--- src/rtl/tick_timer_pkg.sv ---
package tick_timer_pkg;
  localparam int unsigned REG_W   = 32;
  localparam int unsigned ADDR_W  = 12;
  localparam int unsigned VEC_W   = 8;
  localparam int unsigned CODE_W  = 3;
  localparam int unsigned MAX_SH  = 7;

  localparam logic [ADDR_W-1:0] OFS_CTRL  = 12'h320;
  localparam logic [ADDR_W-1:0] OFS_START = 12'h380;
  localparam logic [ADDR_W-1:0] OFS_LIVE  = 12'h390;
  localparam logic [ADDR_W-1:0] OFS_DIV   = 12'h3E0;

  localparam int unsigned SUPPRESS_BIT = 16;
  localparam int unsigned REPEAT_BIT   = 17;

  typedef struct packed {
    logic             repeat_en;
    logic             suppress;
    logic [VEC_W-1:0] vec;
  } ctrl_t;

  // code {b3,b1,b0}: 0..6 -> /2../128, 7 -> /1
  function automatic logic [CODE_W-1:0] code_to_shift(input logic [CODE_W-1:0] code);
    return code + 3'd1;
  endfunction
endpackage

--- src/rtl/tick_regfile.sv ---
module tick_regfile
  import tick_timer_pkg::*;
#(
  parameter int unsigned CNT_W = 32
) (
  input  logic              clk_i,
  input  logic              rst_ni,
  input  logic              wr_en_i,
  input  logic [ADDR_W-1:0] addr_i,
  input  logic [REG_W-1:0]  wdata_i,
  output ctrl_t             ctrl_o,
  output logic [CNT_W-1:0]  start_o,
  output logic [CODE_W-1:0] code_o,
  output logic              start_wr_o
);
  assign start_wr_o = wr_en_i && (addr_i == OFS_START);

  always_ff @(posedge clk_i or negedge rst_ni) begin
    if (!rst_ni) begin
      ctrl_o  <= '{repeat_en: 1'b0, suppress: 1'b1, vec: '0};
      start_o <= '0;
      code_o  <= '0;
    end else if (wr_en_i) begin
      unique case (addr_i)
        OFS_CTRL: ctrl_o <= '{repeat_en: wdata_i[REPEAT_BIT],
                              suppress:  wdata_i[SUPPRESS_BIT],
                              vec:       wdata_i[VEC_W-1:0]};
        OFS_START: start_o <= wdata_i[CNT_W-1:0];
        OFS_DIV:   code_o  <= {wdata_i[3], wdata_i[1], wdata_i[0]};
        default: ;
      endcase
    end
  end
endmodule

--- src/rtl/tick_prescaler.sv ---
module tick_prescaler
  import tick_timer_pkg::*;
(
  input  logic              clk_i,
  input  logic              rst_ni,
  input  logic              clr_i,
  input  logic [CODE_W-1:0] code_i,
  output logic              tick_o
);
  logic [MAX_SH-1:0] phase_q;
  logic [MAX_SH-1:0] wrap_mask;

  assign wrap_mask = ~({MAX_SH{1'b1}} << code_to_shift(code_i));
  assign tick_o    = (phase_q & wrap_mask) == wrap_mask;

  always_ff @(posedge clk_i or negedge rst_ni) begin
    if (!rst_ni)     phase_q <= '0;
    else if (clr_i)  phase_q <= '0;
    else             phase_q <= phase_q + 1'b1;
  end
endmodule

--- src/rtl/tick_counter.sv ---
module tick_counter #(
  parameter int unsigned CNT_W = 32
) (
  input  logic             clk_i,
  input  logic             rst_ni,
  input  logic             load_i,
  input  logic [CNT_W-1:0] load_val_i,
  input  logic             tick_i,
  input  logic             repeat_i,
  input  logic [CNT_W-1:0] reload_i,
  output logic [CNT_W-1:0] cnt_o,
  output logic             expire_o
);
  localparam logic [CNT_W-1:0] ONE = CNT_W'(1);

  assign expire_o = !load_i && tick_i && (cnt_o == ONE);

  always_ff @(posedge clk_i or negedge rst_ni) begin
    if (!rst_ni)                   cnt_o <= '0;
    else if (load_i)               cnt_o <= load_val_i;
    else if (expire_o)             cnt_o <= repeat_i ? reload_i : '0;
    else if (tick_i && cnt_o != 0) cnt_o <= cnt_o - ONE;
  end
endmodule

--- src/rtl/core_tick_timer.sv ---
module core_tick_timer
  import tick_timer_pkg::*;
#(
  parameter int unsigned CNT_W = 32
) (
  input  logic              clk_i,
  input  logic              rst_ni,
  input  logic              wr_en_i,
  input  logic [ADDR_W-1:0] addr_i,
  input  logic [REG_W-1:0]  wdata_i,
  output logic [REG_W-1:0]  rdata_o,
  output logic              irq_o,
  output logic [VEC_W-1:0]  irq_vec_o
);
  ctrl_t             ctrl_q;
  logic [CNT_W-1:0]  start_val;
  logic [CNT_W-1:0]  live_cnt;
  logic [CODE_W-1:0] div_code;
  logic              start_wr;
  logic              tick;
  logic              expire;

  tick_regfile #(.CNT_W(CNT_W)) u_regs (
    .clk_i, .rst_ni, .wr_en_i, .addr_i, .wdata_i,
    .ctrl_o(ctrl_q), .start_o(start_val), .code_o(div_code), .start_wr_o(start_wr)
  );

  tick_prescaler u_presc (
    .clk_i, .rst_ni, .clr_i(start_wr), .code_i(div_code), .tick_o(tick)
  );

  tick_counter #(.CNT_W(CNT_W)) u_cnt (
    .clk_i, .rst_ni,
    .load_i(start_wr), .load_val_i(wdata_i[CNT_W-1:0]),
    .tick_i(tick), .repeat_i(ctrl_q.repeat_en), .reload_i(start_val),
    .cnt_o(live_cnt), .expire_o(expire)
  );

  always_ff @(posedge clk_i or negedge rst_ni) begin
    if (!rst_ni) begin
      irq_o     <= 1'b0;
      irq_vec_o <= '0;
    end else begin
      irq_o     <= expire && !ctrl_q.suppress;
      irq_vec_o <= ctrl_q.vec;
    end
  end

  always_comb begin
    rdata_o = '0;
    unique case (addr_i)
      OFS_CTRL: begin
        rdata_o[REPEAT_BIT]   = ctrl_q.repeat_en;
        rdata_o[SUPPRESS_BIT] = ctrl_q.suppress;
        rdata_o[VEC_W-1:0]    = ctrl_q.vec;
      end
      OFS_START: rdata_o[CNT_W-1:0] = start_val;
      OFS_LIVE:  rdata_o[CNT_W-1:0] = live_cnt;
      OFS_DIV:   rdata_o[3:0] = {div_code[2], 1'b0, div_code[1:0]};
      default: ;
    endcase
  end
endmodule

--- config.mk ---
export PLATFORM = sky130hd
export DESIGN_NAME = core_tick_timer
export DESIGN_NICKNAME = d
export VERILOG_FILES = /design/src/rtl/tick_timer_pkg.sv /design/src/rtl/tick_regfile.sv /design/src/rtl/tick_prescaler.sv /design/src/rtl/tick_counter.sv /design/src/rtl/core_tick_timer.sv
export SDC_FILE = /design/constraint.sdc
export NUM_CORES = 1
export LEC_CHECK = 0
export BUFFER_PORTS_ARGS = -buffer_cell sky130_fd_sc_hd__buf_2
export CAP_MARGIN = 20
export CORE_MARGIN = 10
export CORE_UTILIZATION = 51
export DETAILED_ROUTE_END_ITERATION = 10
export PLACE_DENSITY = 0.71
export SYNTH_ARGS = -nofsm -noshare
export SYNTH_HDL_FRONTEND = slang
export SYNTH_SLANG_ARGS = --single-unit
--- constraint.sdc ---
create_clock -name clk_i -period 3.25 [get_ports clk_i]
set_input_delay 0.4875 -clock clk_i [delete_from_list [all_inputs] [get_ports clk_i]]
set_output_delay 0.4875 -clock clk_i [all_outputs]
set_load 0.005 [all_outputs]
==> results.cfg, run 1 <==
[global_routing]
track_usage_pct = 20.1
antenna_found_initial = 0
grt_max_degree = 49
grt_pass1_wl_um = 23800
grt_pass1_vias = 4684
grt_overflow = 0

[sta]
worst_pin_slew_ns = 0.627
finalHoldViolCount = 0
finalSetupTns_ns = 0
slew_viol_final = 0
maxSlewHeadroom_pct = 57.8
skew_ns = 0.00935
rsz0062_at_grt = no
period_needed_ns = 2.93
fin_crit_sh_pct = 90.1
fmax_ghz = 0.342
setup_violations = 0

[cells_and_area]
num-fill-cells = 899
regArea_um2 = 2330
fin_nets = 690
fin_util_pct = 60.5
diodes = 0
area_growth_pct = 17.1
multi_input_area_um2 = 2450
drive_gt1_share_pct = 22.9

[clock_tree]
cts_tree = built
cts_root_buf = clkbuf_8
postCtsHoldBufs = 0
insertion_delay_ns = 0.38
cts-htree-levels = 3
cts_buffers = 9
cts_sinks = 93
cts_resized = 0
clk_path_buf_depth = 2
cts_setup_buffers = 0
path_clk_slew_ns = 0.09

[synth]
ys_seq_area_share_pct = 46.7
yosysUniqueCellTypes = 61
synth_area_leader_cell = dfrtp_1
synthAdderAreaFrac_pct = 1.76
syn_area_um2 = 4980
async_reset_ff_share_pct = 100
syn_nets = 602
synth_common_cells = 138 x nand2_1, 92 x dfrtp_1, 26 x nor2_1
synth-simple-area-share_pct = 22.7
yosys_register_bits = 93
synth_area_per_cell_um2 = 9.09
synth_compound_area_share_pct = 20.3
synth_area_leaders = dfrtp_1 46%, nand2_1 10%, a22o_1 4.2%
yosysMostFrequentCell = nand2_1
ys.flop_type = dfrtp_1
synth_top_area_share_pct = 46.2
synth_mux_area_share_pct = 2.94
yosysWarnings = 0
synth_top_family_by_area = simple AND/OR/NAND/NOR gates
synthCells = 548
synth_xor_area_share_pct = 1.58
synth-edff-count = 0

[hold_path]
hold_class = primary input to async pin

[floorplanning]
die_y_um = 119
start_util_pct = 51.7
fp.dieW_um = 119
core_um2 = 9640
row_count = 36
die_area_um2 = 14100
num_io_pins = 88

[status]
outcome = finished, final reports clean

[routing]
postRouteWirelength_um = 14100
via_per_inst = 5.92
drt_iter0_markers = 491
postRouteAntennaNets = 0
drt_first_pass_iters = 7
wire_per_inst_um = 18.2
vias = 4585
drc = 0

[worst_setup_path]
r2r-start = u_regs.code_o[0]
crit_path_start_kind = flip-flop
cp_max_fo = 14
crit_required_ns = 3.54
cp.arrival_ns = 3.22
crit_type = flip-flop to flip-flop
endpoint_kind = flip-flop
worstSetupStartpoint = u_regs.code_o[0]

[place]
io_buffers = 87
gp_congestion = 0.866
hpwl_um = 10200

[pwr]
irDropWorstVdd_mv = 0.296
power_density_nw_per_um2 = 431
leakagePower_uw = 0.00290

[flow_run]
maxCapViolCount = 0
worst paths after layout:
| check | to | slack, ns | depth (start not counted) |
|---|---|---|---|
| worst min register to register | irq_vec_o[4] | 0.41 | 0 |
| worst min-delay path | u_regs.ctrl_o[7] | 0.10 | 1 |
| worst max register to register | u_cnt.cnt_o[29] | 0.32 | 11 |
| worst max-delay path | u_cnt.cnt_o[29] | 0.32 | 11 |
| min in group clk_i | u_regs.start_o[18] | 0.32 | 3 |
| max in group asynchronous | u_regs.start_o[24] | 2.48 | 2 |
metal layers:
layer  up-vias  share of wire, %  track usage, %
met5         -                 0               0
met4         0              0.84            4.35
met3        11               7.1            5.76
met2       165                49            33.5
met1      2246                43            25.4
li1       2163                 -               -
area by class of cell:
| class | instances | area share [%] |
|---|---|---|
| clock buffers | 10 | 2.19 |
| clock inverters | 6 | 1.50 |
| inverters | 17 | 1.09 |
| multi-input cells | 407 | 42.0 |
| flip-flops and latches | 93 | 39.9 |
| well taps | 133 | 2.85 |
| repair buffers | 108 | 10.4 |
stage by stage:
| step | instance area (um2) | total power, uW | setup WS (ns) | hold WS, ns | cells |
|---|---|---|---|---|---|
| floorplan | 4980 | 1550 | 0.637 | 0.192 | 548 |
| global placement | 5620 | 1680 | 0.489 | 0.379 | 758 |
| detailed placement | 5620 | 1690 | 0.343 | 0.384 | 758 |
| CTS | 5840 | 2530 | 0.321 | 0.128 | 774 |
| global route | 5840 | 2640 | 0.152 | 0.133 | 774 |
| finish | 5840 | 2520 | 0.323 | 0.103 | 774 |
critical path, cell delays in order, from the launching register on:
cell	delay (ns)
dfrtp_1	0.40
ha_1	0.19
inv_1	0.05
ha_1	0.30
o21ai_0	0.09
and2_1	0.18
or4_1	0.63
a41o_1	0.27
nand2_1	0.13
buf_4	0.25
a41oi_1	0.14
o211ai_1	0.19
cells in the final DEF (no fill, tap or decap), types with 3 or more instances in the layout:
master / instances
a22o_1: 24
or3_1: 5
a32o_1: 3
o21ai_0: 17
a21o_1: 3
and2_1: 5
buf_4: 21
a222oi_1: 10
mux2_2: 13
o21a_1: 3
nand4b_1: 3
a31oi_1: 18
and4_1: 4
buf_2: 86
a22oi_1: 4
nand3_1: 12
or4_1: 5
nor2_1: 26
nand2_1: 138
a32oi_1: 3
xor2_1: 7
nor4_1: 9
clkbuf_8: 9
inv_1: 17
dfrtp_1: 92
a21oi_1: 24
ha_1: 7
nor3_1: 12
a21boi_0: 10
sequential cells by signal, summed over array words and instances, names as in the netlist:
signal / flops
u_cnt.cnt_o: 32
u_regs.start_o: 32
u_regs.ctrl_o: 10
irq_vec_o: 8
u_presc.phase_q: 7
u_regs.code_o: 3
irq_o: 1
logic make-up (layout without fill, tap and decap cells):
family	after synthesis	after routing
AO/OA/AOI/OAI	140	140
XOR/XNOR	9	9
adder cells (fa/ha/maj)	7	7
buffers and inverters	48	141
flip-flops	93	93
multiplexers	13	13
AND/OR/NAND/NOR	238	238
power breakdown:
| group | switching [uW] | internal [uW] |
|---|---|---|
| clock | 410 | 433 |
| sequential | 104 | 1240 |
| combinational | 196 | 138 |
Power figures use the tool's default switching activity.
==> run 2: changes to the inputs <==
CORE_UTILIZATION = 40   (was 51)
PLACE_DENSITY = 0.57   (was 0.71)
==> results.cfg, run 2 (synthesized netlist as in run 1, its figures left out) <==
[worst_setup_path]
path_cells = ha_1, inv_1, ha_1, o21ai_0, and2_1, or4_1, a21o_1, or3_1, xor2_1, o21ai_0
cp.arrival_ns = 3.14
r2r-start = u_regs.code_o[1]
endpoint_kind = flip-flop
r2r_cells = 10
worstReg2RegEnd = u_cnt.cnt_o[9]
crit_family = simple AND/OR/NAND/NOR gates
crit_cells = 10
timing.critical_path.buf_inv = 1
crit_type = flip-flop to flip-flop
crit_path_start_kind = flip-flop
reg2reg_setup_slack_ns = 0.38
crit_required_ns = 3.52
cp_slowest_cell = or4_1
cp_slowest_stage_delay_ns = 0.63
cp_max_fo = 6

[floorplanning]
core_um2 = 12100
start_util_pct = 41.1
die_area_um2 = 17300
row_count = 40
num_io_pins = 88
die_y_um = 132
fp.dieW_um = 132

[routing]
postRouteAntennaNets = 0
wire_per_inst_um = 18.5
via_per_inst = 5.60
postRouteWirelength_um = 15000
drt_iter0_markers = 365
vias = 4523
drt_first_pass_iters = 6
drc = 0

[cells_and_area]
diodes = 0
drive_gt1_share_pct = 23.0
final_common_cell = nand2_1
num-fill-cells = 1187
area_growth_pct = 20.2
top_regs = u_cnt.cnt_o x32, u_regs.start_o x32, u_regs.ctrl_o x10
fin_nets = 689
final_cell_mix = 138 x nand2_1, 92 x dfrtp_1, 86 x buf_2

[sta]
slew_viol_final = 0
setup_violations = 0
rsz0062_at_grt = no
skew_ns = 0.00966
maxSlewHeadroom_pct = 58.8
fin_crit_sh_pct = 88.2
finalHoldViolCount = 0
fmax_ghz = 0.349
worst_pin_slew_ns = 0.618
period_needed_ns = 2.87
finalSetupTns_ns = 0

[clock_tree]
cts_tree = built
cts_setup_buffers = 0
cts_root_buf = clkbuf_16
path_clk_slew_ns = 0.07
cts-htree-levels = 3
clk_path_buf_depth = 2
insertion_delay_ns = 0.35
postCtsHoldBufs = 0
cts_buffers = 9
cts_resized = 0
cts_sinks = 93

[flow_run]
maxCapViolCount = 0

[place]
hpwl_um = 10900
gp_congestion = 0.862
io_buffers = 87

[global_routing]
antenna_found_initial = 0
grt_overflow = 0
grt_max_degree = 49
track_usage_pct = 17.1
grt_pass1_vias = 4597
grt_pass1_wl_um = 24500

[status]
outcome = finished, final reports clean

[pwr]
total_power_uw = 2830
irDropWorstVdd_mv = 0.211
power_density_nw_per_um2 = 472
leakagePower_uw = 0.00295

[hold_path]
hold_class = primary input to async pin
-- run 2: changes by cell type in the layout (fill, tap and decap cells not counted), sizes merged --
cell,before,now
buf,108,107
clkbuf,10,11
clkinv,4,3
-- run 2: through the flow --
stage | cell area (um2) | utilization, % | worst slack [ns] | cells | hold slack [ns]
6_report | 5990 | 49.4 | 0.384 | 808 | 0.137
5_1_grt | 5990 | 49.4 | 0.187 | 808 | 0.198
4_1_cts | 5990 | 49.4 | 0.363 | 808 | 0.166
3_5_place_dp | 5670 | 46.8 | 0.388 | 792 | 0.384
3_3_place_gp | 5670 | 46.8 | 0.459 | 792 | 0.382
2_1_floorplan | 4980 | - | 0.637 | 548 | 0.192
-- run 2: worst max path at each step --
stage / to / from
after floorplan: u_cnt.cnt_o[19] / u_regs.code_o[1]
after global placement: u_cnt.cnt_o[9] / u_regs.code_o[1]
after detailed placement: u_cnt.cnt_o[9] / u_regs.code_o[1]
after CTS: u_cnt.cnt_o[9] / u_regs.code_o[1]
after global routing: u_cnt.cnt_o[3] / u_regs.code_o[0]
final: u_cnt.cnt_o[9] / u_regs.code_o[1]
-- run 2: report_power, final --
part           total [uW]  switching (uW)  leakage (uW)  internal [uW]
combinational         337             199       0.00155            138
sequential           1350             111       0.00124           1240
clock                1140             450      0.000159            692
total                2830             760       0.00295           2070
-- run 2: worst register-to-register path: cells and delay by family (launching register included) --
family	cells	cell delay (ns)
AOI/OAI and AO/OA	3	0.53
xor gates and xnor gates	1	0.14
adders and majority gates	2	0.49
buffers and inverters	1	0.05
DFF	1	0.39
and+or+nand+nor	3	1.19
-- run 2: layout make-up --
type	instances	area (um2)	share of cell area, %
Multi-Input combinational cell	407	2450	41.0
Timing Repair Buffer	107	613	10.2
Clock buffer	11	243	4.05
Clock inverter	5	75.1	1.25
Sequential cell	93	2330	38.9
Inverter	17	63.8	1.07
Tap cell	168	210	3.51
-- run 2: per-layer routing --
metal	GRT usage (%)	wire length (um)	part of all wire, %
met5	0	0	0
met4	6.06	236	1.6
met3	3.05	765	5.1
met2	27.3	7120	48
met1	22.7	6830	46
==> run 3: changes to the inputs <==
ABC_AREA = 1   (was default)
PLACE_DENSITY = 0.56   (was 0.57)
SKIP_LAST_GASP = 1   (was default)
==> results.cfg, run 3 <==
[status]
outcome = finished, final reports clean

[floorplanning]
die_y_um = 141
row_count = 44
core_um2 = 14500
die_area_um2 = 19900
num_io_pins = 88
fp.dieW_um = 141
start_util_pct = 40.6

[sta]
rsz0062_at_grt = no
finalSetupTns_ns = 0
period_needed_ns = 2.74
worst_pin_slew_ns = 0.768
skew_ns = 0.00661
hold_slack_ns = 0.210
fmax_ghz = 0.365
finalHoldViolCount = 0
fin_crit_sh_pct = 84.4
setup_violations = 0
slew_viol_final = 0
maxSlewHeadroom_pct = 48.8

[synth]
synth_area_per_cell_um2 = 6.84
syn_area_um2 = 5880
async_reset_ff_share_pct = 100
yosysUniqueCellTypes = 37
yosysMostFrequentCell = nand2_1
ys.flop_type = dfrtp_1
synthCells = 859
syn_nets = 913
synth-edff-count = 0
synth_common_cells = 231 x nand2_1, 143 x nor2_1, 114 x inv_1
yosysWarnings = 0
synth_area_leaders = dfrtp_1 39%, nand2_1 15%, nor2_1 9.1%
synth_area_leader_cell = dfrtp_1
ys_seq_area_share_pct = 39.6
yosys_register_bits = 93
synth_top_area_share_pct = 39.2

[worst_setup_path]
r2r_cells = 13
worstReg2RegEnd = u_cnt.cnt_o[26]
cp_max_fo = 18
crit_type = primary input to primary output
cp_slowest_cell = nand2_1
path_cells = buf_2, inv_1, nand2_1, nor3_1, nand2_1, buf_4, o21ai_0, buf_2
reg2reg_setup_slack_ns = 0.63
cp.arrival_ns = 2.25
crit_required_ns = 2.76
r2r-start = u_regs.code_o[1]
endpoint_kind = primary output
endpoint = rdata_o[26]
worstSetupStartpoint = addr_i[6]
crit_path_start_kind = primary input
cp_slowest_stage_delay_ns = 0.43

[global_routing]
antenna_found_initial = 0
grt_max_degree = 57
grt_pass1_vias = 5440
grt_overflow = 0
track_usage_pct = 18.0
grt_pass1_wl_um = 28900

[clock_tree]
cts_tree = built
cts_root_buf = clkbuf_16
cts_buffers = 9
cts-htree-levels = 3
cts_resized = 0
cts_setup_buffers = 0
clk_path_buf_depth = 2
path_clk_slew_ns = 0.06
postCtsHoldBufs = 0
insertion_delay_ns = 0.35
cts_sinks = 93

[routing]
wirelength_met1_um = 8650
route.met2.wl_um = 7640
postRouteAntennaNets = 0
drt_first_pass_iters = 5
vias = 5614
drt_iter0_markers = 404
postRouteWirelength_um = 17600
drc = 0
wire_per_inst_um = 15.6
via_per_inst = 4.97
top_layer_used = met4
wl_met3_um = 1150

[cells_and_area]
final_common_cell = nand2_1
diodes = 0
fin_nets = 997
fin_area_um2 = 6770
final_cells = 1130
fin_util_pct = 46.7
final_cell_mix = 231 x nand2_1, 143 x nor2_1, 114 x inv_1
area_growth_pct = 15.1
drive_gt1_share_pct = 15.3
top_regs = u_cnt.cnt_o x32, u_regs.start_o x32, u_regs.ctrl_o x10

[place]
dp_cells = 1116
hpwl_um = 13100
dpl-instance-area_um2 = 6500
io_buffers = 87
gp_congestion = 0.877

[pwr]
p_seq_share_pct = 49.5
netSwitchingPower_uw = 794
p_comb_share_pct = 14.6
share_clk_of_total_power_pct = 35.9
p_sw_share_pct = 28.9
p_int_uw = 1950
irDropWorstVdd_mv = 0.195
power_density_nw_per_um2 = 406
leakagePower_uw = 0.00355

[flow_run]
maxCapViolCount = 0

[hold_path]
hold_class = primary input to async pin
[run 3: worst max-delay path, delay by kind of cell]
kind	cells	cell delay [ns]
buf+inv	4	0.69
compound gates	1	0.25
simple gates	3	0.81
[run 3: final cells by class]
| type | instances | area [um2] |
|---|---|---|
| clock buffer | 12 | 256 |
| inverter | 115 | 432 |
| multi-input combinational | 623 | 2970 |
| tap | 184 | 230 |
| sequential | 93 | 2330 |
| clock inverter | 2 | 10.0 |
| timing repair buffer | 101 | 543 |
| fill | 1537 | 7710 |
[run 3: cells by family after synthesis]
family                     share of synthesized area, %
xor gates and xnor gates                           2.53
muxes                                             0.575
AOI/OAI and AO/OA                                  13.0
and+or+nand+nor                                    32.8
adders and majority gates                          1.49
DFF                                                39.6
buffers and inverters                              9.92
[run 3: how the worst min path moves through the flow]
stage	startpoint	endpoint	slack (ns)	cells past startpoint
floorplan	rst_ni	irq_o	0.19	0
global placement	u_regs.ctrl_o[1]	irq_vec_o[1]	0.36	0
detailed placement	u_regs.ctrl_o[6]	irq_vec_o[6]	0.36	0
CTS	rst_ni	u_regs.ctrl_o[0]	0.23	1
global route	rst_ni	u_regs.ctrl_o[0]	0.25	1
finish	rst_ni	u_regs.ctrl_o[0]	0.21	1
[run 3: power groups by stage]
stage | logic, uW | clock network (uW) | registers (uW)
finish | 401 | 986 | 1360
CTS | 406 | 1010 | 1360
global route | 476 | 1070 | 1380
detailed placement | 405 | 0 | 1380
global placement | 403 | 0 | 1380
floorplan | 284 | 0 | 1350
[run 3: per-stage QoR]
stage / total power [uW] / worst slack (ns)
2_1_floorplan: 1630 / 1.12
4_1_cts: 2780 / 0.474
6_report: 2750 / 0.508
5_1_grt: 2920 / 0.239
3_5_place_dp: 1780 / 0.477
3_3_place_gp: 1790 / 0.467
[run 3: layer usage]
| metal | vias up | GRT usage [%] |
|---|---|---|
| li1 | 2881 | - |
| met1 | 2583 | 25.5 |
| met2 | 134 | 26.8 |
| met3 | 16 | 4.13 |
| met4 | 0 | 4.35 |
| met5 | - | 0 |
